--- src/rtl/zc_tone_pkg.sv ---
package zc_tone_pkg;

    localparam int NUM_GROUPS      = 2;
    localparam int TONES_PER_GROUP = 4;

    typedef enum logic [1:0] {
        EV_IDLE  = 2'd0,
        EV_CYCLE = 2'd1,
        EV_STALL = 2'd2
    } zc_ev_e;

    typedef struct packed {
        zc_ev_e                       kind;
        logic [TONES_PER_GROUP-1:0]   hits;
    } zc_meas_t;

    // nominal frequency, group 0 = low band, ascending within a group
    function automatic int nominal_hz(int grp, int idx);
        case (grp * TONES_PER_GROUP + idx)
            0: return 697;
            1: return 770;
            2: return 852;
            3: return 941;
            4: return 1209;
            5: return 1336;
            6: return 1477;
            default: return 1633;
        endcase
    endfunction

    function automatic longint sample_mhz(longint ref_hz, int div);
        return (ref_hz * 64'd1000) / longint'(div);
    endfunction

    // shortest accepted period: frequency edge at 1.025 f + 1 Hz, rounded
    function automatic int period_lo(longint fs_mhz, int f_hz);
        longint d;
        d = longint'(1025 * f_hz + 1000);
        return int'((2 * fs_mhz + d) / (2 * d));
    endfunction

    // longest accepted period: frequency edge at 0.975 f - 1 Hz, rounded
    function automatic int period_hi(longint fs_mhz, int f_hz);
        longint d;
        d = longint'(975 * f_hz - 1000);
        return int'((2 * fs_mhz + d) / (2 * d));
    endfunction

    function automatic int group_limit(longint fs_mhz, int grp);
        int m;
        m = 0;
        for (int k = 0; k < TONES_PER_GROUP; k++) begin
            if (period_hi(fs_mhz, nominal_hz(grp, k)) > m)
                m = period_hi(fs_mhz, nominal_hz(grp, k));
        end
        return m;
    endfunction

    function automatic int overall_limit(longint fs_mhz);
        int m;
        m = 0;
        for (int g = 0; g < NUM_GROUPS; g++) begin
            if (group_limit(fs_mhz, g) > m)
                m = group_limit(fs_mhz, g);
        end
        return m;
    endfunction

endpackage

--- src/rtl/zc_edge_timer.sv ---
module zc_edge_timer
    import zc_tone_pkg::*;
#(
    parameter int CNT_W = 7,
    parameter int LIMIT = 82
) (
    input  logic             clk,
    input  logic             rst,
    input  logic             stb_i,
    input  logic             sgn_i,
    output zc_ev_e           kind_o,
    output logic [CNT_W-1:0] len_o
);

    logic             prev_q;
    logic             armed_q;
    logic [CNT_W-1:0] run_q;
    logic             rise;

    assign rise  = stb_i & sgn_i & ~prev_q;
    assign len_o = run_q;

    always_comb begin
        kind_o = EV_IDLE;
        if (rise && armed_q)
            kind_o = EV_CYCLE;
        else if (stb_i && armed_q && run_q == CNT_W'(LIMIT))
            kind_o = EV_STALL;
    end

    always_ff @(posedge clk) begin
        if (rst) begin
            prev_q  <= 1'b0;
            armed_q <= 1'b0;
            run_q   <= '0;
        end else if (stb_i) begin
            prev_q <= sgn_i;
            if (rise) begin
                armed_q <= 1'b1;
                run_q   <= CNT_W'(1);
            end else if (armed_q && run_q <= CNT_W'(LIMIT)) begin
                run_q <= run_q + CNT_W'(1);
            end
        end
    end

endmodule

--- src/rtl/zc_window_match.sv ---
module zc_window_match
    import zc_tone_pkg::*;
#(
    parameter int     CNT_W  = 7,
    parameter int     GRP    = 0,
    parameter longint FS_MHZ = 64'd55930390
) (
    input  zc_ev_e           kind_i,
    input  logic [CNT_W-1:0] len_i,
    output zc_meas_t         meas_o
);

    logic [TONES_PER_GROUP-1:0] in_win;

    for (genvar k = 0; k < TONES_PER_GROUP; k++) begin : g_win
        localparam int LO = period_lo(FS_MHZ, nominal_hz(GRP, k));
        localparam int HI = period_hi(FS_MHZ, nominal_hz(GRP, k));
        assign in_win[k] = (len_i >= CNT_W'(LO)) && (len_i <= CNT_W'(HI));
    end

    assign meas_o.kind = kind_i;
    assign meas_o.hits = (kind_i == EV_CYCLE) ? in_win : '0;

endmodule

--- src/rtl/zc_persist.sv ---
module zc_persist
    import zc_tone_pkg::*;
#(
    parameter int CONFIRM = 4
) (
    input  logic                       clk,
    input  logic                       rst,
    input  zc_meas_t                   meas_i,
    output logic [TONES_PER_GROUP-1:0] tone_o,
    output logic                       valid_o
);

    localparam int STK_W = $clog2(CONFIRM + 1);

    logic [TONES_PER_GROUP-1:0] cand_q, cand_n;
    logic [STK_W-1:0]           streak_q, streak_n;
    logic                       present_q;
    logic                       upd;

    always_comb begin
        cand_n   = cand_q;
        streak_n = streak_q;
        upd      = 1'b0;
        case (meas_i.kind)
            EV_CYCLE: begin
                upd = 1'b1;
                if (|meas_i.hits) begin
                    if (meas_i.hits == cand_q && streak_q != '0) begin
                        if (streak_q != STK_W'(CONFIRM))
                            streak_n = streak_q + STK_W'(1);
                    end else begin
                        cand_n   = meas_i.hits;
                        streak_n = STK_W'(1);
                    end
                end else begin
                    cand_n   = '0;
                    streak_n = '0;
                end
            end
            EV_STALL: begin
                upd      = 1'b1;
                cand_n   = '0;
                streak_n = '0;
            end
            default: ;
        endcase
    end

    always_ff @(posedge clk) begin
        if (rst) begin
            cand_q    <= '0;
            streak_q  <= '0;
            present_q <= 1'b0;
        end else begin
            cand_q   <= cand_n;
            streak_q <= streak_n;
            if (upd)
                present_q <= (streak_n == STK_W'(CONFIRM));
        end
    end

    assign valid_o = present_q;
    assign tone_o  = present_q ? cand_q : '0;

endmodule

--- src/rtl/zc_group.sv ---
module zc_group
    import zc_tone_pkg::*;
#(
    parameter int     CNT_W   = 7,
    parameter int     GRP     = 0,
    parameter longint FS_MHZ  = 64'd55930390,
    parameter int     CONFIRM = 4
) (
    input  logic                       clk,
    input  logic                       rst,
    input  logic                       stb_i,
    input  logic                       sgn_i,
    output logic [TONES_PER_GROUP-1:0] tone_o,
    output logic                       valid_o
);

    localparam int LIMIT = group_limit(FS_MHZ, GRP);

    zc_ev_e           kind;
    logic [CNT_W-1:0] len;
    zc_meas_t         meas;

    zc_edge_timer #(.CNT_W(CNT_W), .LIMIT(LIMIT)) u_timer (
        .clk    (clk),
        .rst    (rst),
        .stb_i  (stb_i),
        .sgn_i  (sgn_i),
        .kind_o (kind),
        .len_o  (len)
    );

    zc_window_match #(.CNT_W(CNT_W), .GRP(GRP), .FS_MHZ(FS_MHZ)) u_match (
        .kind_i (kind),
        .len_i  (len),
        .meas_o (meas)
    );

    zc_persist #(.CONFIRM(CONFIRM)) u_persist (
        .clk     (clk),
        .rst     (rst),
        .meas_i  (meas),
        .tone_o  (tone_o),
        .valid_o (valid_o)
    );

endmodule

--- src/rtl/zc_tone_classifier.sv ---
module zc_tone_classifier
    import zc_tone_pkg::*;
#(
    parameter longint REF_HZ     = 64'd3579545,
    parameter int     SAMPLE_DIV = 64,
    parameter int     CONFIRM    = 4
) (
    input  logic                       clk,
    input  logic                       rst,
    input  logic                       smp_stb,
    input  logic                       low_sgn,
    input  logic                       high_sgn,
    output logic [TONES_PER_GROUP-1:0] low_hit,
    output logic                       low_valid,
    output logic [TONES_PER_GROUP-1:0] high_hit,
    output logic                       high_valid
);

    localparam longint FS_MHZ = sample_mhz(REF_HZ, SAMPLE_DIV);
    localparam int     CNT_W  = $clog2(overall_limit(FS_MHZ) + 2);

    logic [NUM_GROUPS-1:0]                      sgn_v;
    logic [NUM_GROUPS-1:0][TONES_PER_GROUP-1:0] hit_v;
    logic [NUM_GROUPS-1:0]                      valid_v;

    assign sgn_v = {high_sgn, low_sgn};

    for (genvar g = 0; g < NUM_GROUPS; g++) begin : g_band
        zc_group #(
            .CNT_W   (CNT_W),
            .GRP     (g),
            .FS_MHZ  (FS_MHZ),
            .CONFIRM (CONFIRM)
        ) u_group (
            .clk     (clk),
            .rst     (rst),
            .stb_i   (smp_stb),
            .sgn_i   (sgn_v[g]),
            .tone_o  (hit_v[g]),
            .valid_o (valid_v[g])
        );
    end

    assign low_hit    = hit_v[0];
    assign low_valid  = valid_v[0];
    assign high_hit   = hit_v[1];
    assign high_valid = valid_v[1];

endmodule

--- config.mk ---
export PLATFORM = sky130hd
export DESIGN_NAME = zc_tone_classifier
export DESIGN_NICKNAME = d
export VERILOG_FILES = /design/src/rtl/zc_tone_pkg.sv /design/src/rtl/zc_edge_timer.sv /design/src/rtl/zc_window_match.sv /design/src/rtl/zc_persist.sv /design/src/rtl/zc_group.sv /design/src/rtl/zc_tone_classifier.sv
export SDC_FILE = /design/constraint.sdc
export NUM_CORES = 1
export LEC_CHECK = 0
export BUFFER_PORTS_ARGS = -buffer_cell sky130_fd_sc_hd__buf_2
export CAP_MARGIN = 10
export CORE_MARGIN = 4
export CORE_UTILIZATION = 61
export CTS_BUF_LIST = sky130_fd_sc_hd__clkbuf_16
export DETAILED_ROUTE_END_ITERATION = 8
export PLACE_DENSITY = 0.8
export SLEW_MARGIN = 20
export SYNTH_ARGS = -nofsm -noshare
export SYNTH_HDL_FRONTEND = slang
export SYNTH_SLANG_ARGS = --single-unit
--- constraint.sdc ---
create_clock -name clk -period 3.3 [get_ports clk]
set_input_delay 0.33 -clock clk [delete_from_list [all_inputs] [get_ports clk]]
set_output_delay 0.33 -clock clk [all_outputs]
set_load 0.005 [all_outputs]
==> run metrics, run 1 <==
P_sw 212 uW; H-tree depth 2; wire per inst 14.6 um; critical path class reg -> reg; Mapped Cells 295; first-pass GRT wire length 8760 um; Die W 70.4 um; root buf cell clkbuf_16; RSZ-0062 raised after global routing false; Final HPWL DP 3670 um; DRT Pass-1 Iters 4; layout cells sized above 1 0.113; I/O Pins 15; crit path DAT 2.82 ns; maximum clock insertion buffer count 2; Post-CTS Setup Bufs 0; max frequency 382 MHz; Seq cells post-synth 34; Max Fanout on Critical Path 9; Rows 22; Slew headroom 0.591; Num CTS Buffers 5; most frequent cells in the layout dfxtp_1, nor2_1, nand2_1, a21oi_1, o21ai_0; Net Sw Frac 0.229; Final Setup Violations 0; Peak VDD IR 0.306 mV; Final Cell Area 2570 sq um; synth-to-layout area growth 8.38%; die area 4960 sq um; critical-path cell list ha_1 -> nand3b_1 -> nand4b_1 -> nor4b_1 -> o21ai_0 -> or4b_1 -> a31oi_1; CTS tree yes; Post-CTS Hold Buffers 0; post-route ant nets 0; Seq/Total Area, Yosys 0.287; Clk pwr share 0.473; total track usage 0.212; Vias 2155; reg2reg setup slack 0.68 ns; min-delay src high_sgn; cell type with the largest total area after synthesis dfxtp_1; Post-synth EDFFs 0; Fin. Hold Viols 0; synth top area cells dfxtp_1, nor2_1, ha_1; Port Buf Inserts 14; largest net degree at the start of global routing 22; number of global-route vias before repair 1931; filler cell count 301; GPL Wtd Cong 0.854; syn nets 309; placed cell area 2440 sq um; Max stage delay on crit path 0.56 ns; clock sinks 34; DRT iter0 DRCs 158; initial antenna violation count 0; n_diodes 0; crit path launch g_band[1].u_group.u_timer.len_o[0]; Comb power frac 0.064; Starting Density 0.639; YS warnings 0; Routed WL 5080 um; worst-skew pair later-pin latency 0.28 ns; Congestion Overflow GR 0; Distinct cells, synth 65; outcome finished, final reports clean; Resize count post-CTS 0; cell area power density 359 nW/um^2; Sequential Power Share 0.463; startpoint types flip-flop; internal power 712 uW; Mapped Area 2370 sq um; Vias/cell 6.17; async set-reset flop share out of synthesis 0; Worst Max-Slew Pin Slew 0.610 ns; max_cap viols 0; setup TNS 0 ns; Hold Path Class in -> reg; commonest non-fill, non-tap cell in the layout dfxtp_1; Setup Skew 0.00529 ns; post-synth top area share 0.287; Tcrit/Tclk final 0.794; Slew Viols, Final 0; Worst-path clk slew 0.05 ns; CORE AREA 3720 sq um; r2r startpoint g_band[1].u_group.u_timer.len_o[0]; P_leak 0.950 nW; mean post-synth cell area 8.05 sq um; Residual DRC 0; Post-synth top flop dfxtp_1; Die Ht 70.4 um; Slowest-stage cell, CP or4b_1; critical path required time 3.50 ns; Tmin final 2.62 ns; fin util 0.693; crit end category flip-flop; nets 314
## power groups by stage
| stage | Combinational [mW] | Clock [mW] | Sequential, mW |
|---|---|---|---|
| 3_5_place_dp | 0.0591 | 0 | 0.436 |
| 5_1_grt | 0.0670 | 0.465 | 0.428 |
| 2_1_floorplan | 0.0492 | 0 | 0.433 |
| 4_1_cts | 0.0595 | 0.445 | 0.427 |
| 3_3_place_gp | 0.0582 | 0 | 0.435 |
| 6_report | 0.0594 | 0.437 | 0.427 |
## final cells by class
type	count	area [sq um]	area share
Multi-Input combinational cell	231	1570	0.611
Sequential cell	34	681	0.264
Clock buffer	5	125	0.0486
Timing Repair Buffer	14	70.1	0.0272
Tap cell	48	60.1	0.0233
Inverter	14	52.6	0.0204
Clock inverter	3	12.5	0.00486
## layer usage
layer,vias up,wire length [um],global-route usage
met4,0,87,0.0681
met3,11,280,0.0489
met2,64,2270,0.325
met5,-,0,0
met1,990,2440,0.290
li1,1090,-,-
## worst max-delay path, delay by kind of cell (launching register included)
kind                     cells  cell delay (ns)
flip-flops                   1             0.48
AO/OA/AOI/OAI                2             0.44
AND/OR/NAND/NOR              4             1.28
adder cells (fa/ha/maj)      1             0.35
## registers in the layout, indices dropped and copies added (netlist names)
register and cells:
g_band.u_group.u_timer.len_o 14, g_band.u_group.u_persist.valid_o 2, g_band.u_group.u_persist.cand_q 8, g_band.u_group.u_timer.prev_q 2
g_band.u_group.u_timer.armed_q 2, g_band.u_group.u_persist.streak_q 6
## stage by stage
| stage | setup WS (ns) | hold slack, ns | instances | power (mW) |
|---|---|---|---|---|
| after floorplan | 0.972 | 0.449 | 295 | 0.482 |
| after global placement | 0.791 | 0.464 | 341 | 0.493 |
| after detailed placement | 0.734 | 0.478 | 341 | 0.495 |
| after CTS | 0.714 | 0.356 | 349 | 0.931 |
| after global routing | 0.492 | 0.388 | 349 | 0.960 |
| final | 0.681 | 0.355 | 349 | 0.923 |
## cells in the mapped netlist, drive strengths merged, types with 4 or more instances
cell type,n
nand2,19
ha,9
dfxtp,34
mux2i,4
nor3,5
o21ai,16
xnor2,5
nand2b,6
a21o,4
o21a,4
and2,9
xor2,7
nand4b,5
or3,4
nand3b,7
clkbuf,11
nor3b,4
o211ai,5
nand4,5
a21oi,15
o31ai,4
a31oi,5
nand3,7
buf,5
nor2,32
inv,13
## final timing paths
check	end	cells after the start
worst max register to register	g_band[1].u_group.u_persist.cand_q[1]	7
worst min register to register	g_band[0].u_group.u_persist.streak_q[1]	2
worst min-delay path	g_band[1].u_group.u_timer.prev_q	3
worst max-delay path	g_band[1].u_group.u_persist.cand_q[1]	7
## kinds of logic (layout without fill, tap and decap cells)
group                      after synthesis  count (layout)  share of synthesized area
and+or+nand+nor                        124             124                      0.307
AOI/OAI and AO/OA                       81              81                      0.242
DFF                                     34              34                      0.287
buffers and inverters                   30              36                     0.0511
xor gates and xnor gates                12              12                     0.0443
adders and majority gates                9               9                     0.0474
muxes                                    5               5                     0.0216
Power figures use the tool's default switching activity.
==> run 2: changes to the inputs <==
==> constraint.sdc (replaced) <==
create_clock -name clk -period 2.6 [get_ports clk]
set_input_delay 0.26 -clock clk [delete_from_list [all_inputs] [get_ports clk]]
set_output_delay 0.26 -clock clk [all_outputs]
set_load 0.005 [all_outputs]
==> run 2 against run 1 <==
Non-clock buffer count rose by 10. Hold slack lost 0.055 ns. Largest cell class unchanged. Sequential share of layout area is 0.74 points lower. Flip-flop and latch count did not move. Final cell count increased by 2.9%. Via count is 1.2% higher. Critical path depth did not move.
==> run metrics, run 2 (synthesis results as in run 1) <==
Peak VDD IR 0.340 mV (+11%); first-pass GRT wire length 9000 um (+2.8%); worst-skew pair later-pin latency 0.27 ns (about the same); maximum clock insertion buffer count 2 (unchanged); CTS tree yes; Residual DRC 0 (unchanged); Slowest-stage cell, CP a211oi_1; total track usage 0.219 (+0.00734); Setup Skew 0.00160 ns (-0.00369 ns); P_leak 1.01 nW (+5.8%); die area 4960 sq um (unchanged); post-route ant nets 0 (unchanged); Multi-input gate area 1580 sq um (+0.40%); GPL Wtd Cong 0.920 (+7.7%); Storage cell area 683 sq um (+0.37%); Worst Hold Depth 3 (unchanged); crit end category flip-flop; RSZ-0062 raised after global routing false; root buf cell clkbuf_16; max frequency 413 MHz (+8.1%); clock sinks 34 (unchanged); Max Fanout on Critical Path 7 (-2); fin util 0.715 (+0.0226); DRT Pass-1 Iters 4 (unchanged); wire per inst 14.8 um (+1.4%); Starting Density 0.639 (unchanged); Fin. Hold Viols 0 (unchanged); outcome finished, final reports clean; H-tree depth 2 (unchanged); R2R depth 7 (unchanged); synth-to-layout area growth 11.9%; cell area power density 442 nW/um^2 (+23%); Num CTS Buffers 5 (unchanged); filler cell count 305 (+1.3%); critical path class reg -> reg; Hold WS 0.299 ns (-0.0554 ns); Placed Cells 351 (+2.9%); max FFs per register 14 (unchanged); I/O Pins 15 (unchanged); setup TNS 0 ns (unchanged); CP Buf/Inv Count 1 (+1); crit path DAT 2.58 ns (-0.24 ns); Max stage delay on crit path 0.57 ns (about the same); Routed WL 5300 um (+4.3%); number of global-route vias before repair 1977 (+2.4%); Tot Pwr 1.17 mW (+27%); DRT iter0 DRCs 199 (+26%); Post-CTS Setup Bufs 0 (unchanged); initial antenna violation count 0 (unchanged); most frequent cells in the layout nor2_1, dfxtp_1, nand2_1, a21oi_1, o21ai_0; Vias/cell 6.08 (-1.6%); WP depth 7 (unchanged); Worst Max-Slew Pin Slew 0.640 ns (+0.0299 ns); Slew headroom 0.571 (-0.0200); Tcrit/Tclk final 0.932 (+0.138); Hold Path Class in -> reg; Final Setup Violations 0 (unchanged); Slew Viols, Final 0 (unchanged); Port Buf Inserts 14 (unchanged); Post-Layout Cell Count 359 (+2.9%); n_diodes 0 (unchanged); Congestion Overflow GR 0 (unchanged); CORE AREA 3720 sq um (unchanged); max_cap viols 0 (unchanged); largest net degree at the start of global routing 22 (unchanged); nets 324 (+3.2%); startpoint types flip-flop; Tmin final 2.42 ns (-0.196 ns); Rows 22 (unchanged); Worst-path clk slew 0.05 ns (about the same); critical path required time 2.76 ns (-0.74 ns); Vias 2181 (+1.2%); layout cells sized above 1 0.151 (+0.0382); CP top delay family compound AO/OA/AOI/OAI gates; critical-path cell list buf_4 -> o21ba_2 -> a211oi_1 -> a21o_1 -> a21oi_1 -> a31oi_1 -> mux2_2; Die W 70.4 um (unchanged); Final HPWL DP 3730 um (+1.6%); Die Ht 70.4 um (unchanged)
run 2: worst paths after layout:
check	from	to	slack, ns
worst max-delay path	g_band[0].u_group.u_timer.len_o[0]	g_band[0].u_group.u_persist.cand_q[2]	0.18
worst min-delay path	high_sgn	g_band[1].u_group.u_timer.prev_q	0.30
worst max register to register	g_band[0].u_group.u_timer.len_o[0]	g_band[0].u_group.u_persist.cand_q[2]	0.18
worst min register to register	g_band[0].u_group.u_persist.streak_q[1]	g_band[0].u_group.u_persist.streak_q[1]	0.49
run 2: metrics by stage:
stage                     setup slack, ns  cell area (sq um)
final                               0.178               2660
after floorplan                     0.272               2370
after global routing               0.0146               2660
after CTS                           0.138               2650
after detailed placement            0.163               2510
after global placement              0.226               2510
run 2: cell type report:
| cell class | count | share of cell area |
|---|---|---|
| inverters | 14 | 0.0198 |
| multi-input cells | 231 | 0.594 |
| repair buffers | 24 | 0.0546 |
| well taps | 48 | 0.0226 |
| flip-flops and latches | 34 | 0.257 |
| clock buffers | 5 | 0.0471 |
| clock inverters | 3 | 0.00471 |
run 2: per-layer routing:
layer / vias to the layer above / GRT usage / wire [um]
li1: 1109 / - / -
met1: 1021 / 0.298 / 2580
met2: 45 / 0.348 / 2500
met3: 6 / 0.0547 / 182
met4: 0 / 0.0468 / 36
met5: - / 0 / 0
run 2: power by group:
part | switching (mW) | internal [mW] | leakage, nW
combinational | 0.0531 | 0.0312 | 0.658
clock | 0.204 | 0.345 | 0.0724
sequential | 0.00979 | 0.530 | 0.276
total | 0.267 | 0.907 | 1.01
run 2: worst min-delay path, stage by stage:
cell     delay, ns
buf_2         0.12
mux2i_1       0.08
nor2_1        0.07
run 2: what timing repair did:
| action | 4_1_cts | 5_1_grt |
|---|---|---|
| gates resized for setup | 0 | 3 |
| hold buffers | 0 | 0 |
| setup endpoints to repair | 0 | 3 |
==> run 3: changes to the inputs <==
--- a/config.mk
+++ b/config.mk
@@ -7,9 +7,7 @@
 export LEC_CHECK = 0
 export BUFFER_PORTS_ARGS = -buffer_cell sky130_fd_sc_hd__buf_2
 export CAP_MARGIN = 10
-export CORE_MARGIN = 4
 export CORE_UTILIZATION = 61
-export CTS_BUF_LIST = sky130_fd_sc_hd__clkbuf_16
 export DETAILED_ROUTE_END_ITERATION = 8
 export PLACE_DENSITY = 0.8
 export SLEW_MARGIN = 20
==> run 3 against run 2 <==
First-iteration DRC count up 12%. Combinational power down 4.4%. Clock-buffer cell count is the same. Clock skew is 0.0047 ns higher. Utilization is 1.4 points lower.
==> run metrics, run 3 (synthesis results as in run 1) <==
outcome finished, final reports clean; internal power 739 uW (-19%); DRT Pass-1 Iters 4 (unchanged); Sequential Power Share 0.544 (+0.084); DRT iter0 DRCs 223 (+12%); crit end category flip-flop; initial antenna violation count 0 (unchanged); critical path class reg -> reg; Worst-path clk slew 0.07 ns (+0.02 ns); I/O Pins 15 (unchanged); Final Setup Violations 0 (unchanged); Setup Skew 0.00629 ns (+0.00469 ns); Peak VDD IR 0.355 mV (+4.5%); Placed Cells 349 (-0.57%); Routed WL 5190 um (-2.1%); Starting Density 0.644 (+0.00477); maximum clock insertion buffer count 2 (unchanged); number of global-route vias before repair 1988 (+0.56%); wire per inst 14.6 um (-1.3%); Clk pwr share 0.375 (-0.093); Fin. Hold Viols 0 (unchanged); critical path required time 2.82 ns (+0.06 ns); dpl ws 0.141 ns (-0.0215 ns); Max Fanout on Critical Path 9 (+2); Residual DRC 0 (unchanged); Hold Path Class in -> reg; max frequency 411 MHz (-0.33%); root buf cell clkbuf_8; most frequent cells in the layout dfxtp_1, nor2_1, nand2_1, a21oi_1, o21ai_0; Slew headroom 0.669 (+0.0985); nets 322 (-0.62%); Rows 22 (unchanged); Max stage delay on crit path 0.52 ns (-0.05 ns); R2R depth 8 (+1); clock sinks 34 (unchanged); Post-Layout Cell Count 356 (-0.84%); Comb power frac 0.081 (+0.009); P_leak 0.966 nW (-4.0%); die area 4150 sq um (-16%); cell area power density 385 nW/um^2 (-13%); Final Cell Area 2590 sq um (-2.6%); fin util 0.701 (-0.0137); Worst Max-Slew Pin Slew 0.493 ns (-0.147 ns); Die W 64.4 um (-8.5%); synth-to-layout area growth 8.96%; Die Ht 64.4 um (-8.5%); Congestion Overflow GR 0 (unchanged); commonest non-fill, non-tap cell in the layout dfxtp_1; CORE AREA 3690 sq um (-0.74%); setup TNS 0 ns (unchanged); GPL Wtd Cong 0.875 (-4.8%); CTS tree yes; layout cells sized above 1 0.149 (-0.00177); crit path DAT 2.65 ns (+0.07 ns); critical-path cell list inv_1 -> ha_1 -> or3_1 -> o221ai_1 -> mux2i_1 -> nand3_2 -> or4b_1 -> a31oi_1; max_cap viols 0 (unchanged); placed cell area 2500 sq um (-0.60%); max FFs per register 14 (unchanged); P_sw 258 uW (-3.4%); startpoint types flip-flop; Post-CTS Setup Bufs 0 (unchanged); Slew Viols, Final 0 (unchanged); post-route ant nets 0 (unchanged); Vias/cell 6.14 (+1.0%); H-tree depth 2 (unchanged); Final HPWL DP 3700 um (-0.73%); total track usage 0.274 (+0.0548); Tmin final 2.43 ns (+0.00799 ns); post-route worst setup slack 0.170 ns (-0.00799 ns); RSZ-0062 raised after global routing false; Worst Hold Depth 3 (unchanged); Vias 2185 (+0.18%); Post-CTS Hold Buffers 0 (unchanged); Num CTS Buffers 5 (unchanged); first-pass GRT wire length 8840 um (-1.8%); Slowest-stage cell, CP or4b_1; n_diodes 0 (unchanged); Port Buf Inserts 14 (unchanged); worst-skew pair later-pin latency 0.29 ns (+0.02 ns); largest net degree at the start of global routing 22 (unchanged); Tcrit/Tclk final 0.935 (+0.00307); Net Sw Frac 0.259 (+0.0312)
[run 3: final timing paths]
| check | startpoint | to | slack, ns |
|---|---|---|---|
| hold / removal | low_sgn | g_band[0].u_group.u_timer.prev_q | 0.27 |
| hold reg to reg | g_band[0].u_group.u_persist.streak_q[1] | g_band[0].u_group.u_persist.streak_q[1] | 0.48 |
| setup reg to reg | g_band[1].u_group.u_timer.len_o[1] | g_band[1].u_group.u_persist.cand_q[1] | 0.17 |
| setup / recovery | g_band[1].u_group.u_timer.len_o[1] | g_band[1].u_group.u_persist.cand_q[1] | 0.17 |
[run 3: through the flow]
step	hold WS [ns]	power [mW]
floorplan	0.407	0.612
global placement	0.463	0.629
detailed placement	0.473	0.631
CTS	0.252	1.00
global route	0.262	1.05
finish	0.268	0.997
[run 3: worst max-delay path: cells and delay by family (launching register included)]
kind | cells | cell delay [ns]
adder cells (fa/ha/maj) | 1 | 0.19
AO/OA/AOI/OAI | 2 | 0.38
multiplexers | 1 | 0.27
flip-flops | 1 | 0.46
AND/OR/NAND/NOR | 3 | 0.99
buffers and inverters | 1 | 0.08
[run 3: timing repair]
action / CTS / global route
endpoints found under the hold margin: 0 / 0
endpoints found under the setup margin: 0 / 6
resized for setup: 0 / 3
[run 3: final cells by class]
type                       count  area, sq um
tap                           48         60.1
sequential                    34          682
clock inverter                 2         10.0
clock buffer                   5         68.8
multi-input combinational    231         1580
timing repair buffer          22          130
inverter                      14         52.6
fill                         303         1100
[run 3: per-layer routing]
metal | global-route usage | vias to the layer above | wire length (um)
met4 | 0.125 | 0 | 93
met2 | 0.458 | 53 | 2500
met5 | 0 | - | 0
li1 | - | 1105 | -
met1 | 0.328 | 1020 | 2380
met3 | 0.0661 | 7 | 212
[run 3: power groups by stage]
stage | clock (mW) | combinational (mW) | sequential [mW]
final | 0.374 | 0.0806 | 0.542
after CTS | 0.385 | 0.0781 | 0.541
after floorplan | 0 | 0.0624 | 0.550
after global routing | 0.413 | 0.0900 | 0.543
after global placement | 0 | 0.0765 | 0.553
after detailed placement | 0 | 0.0777 | 0.553
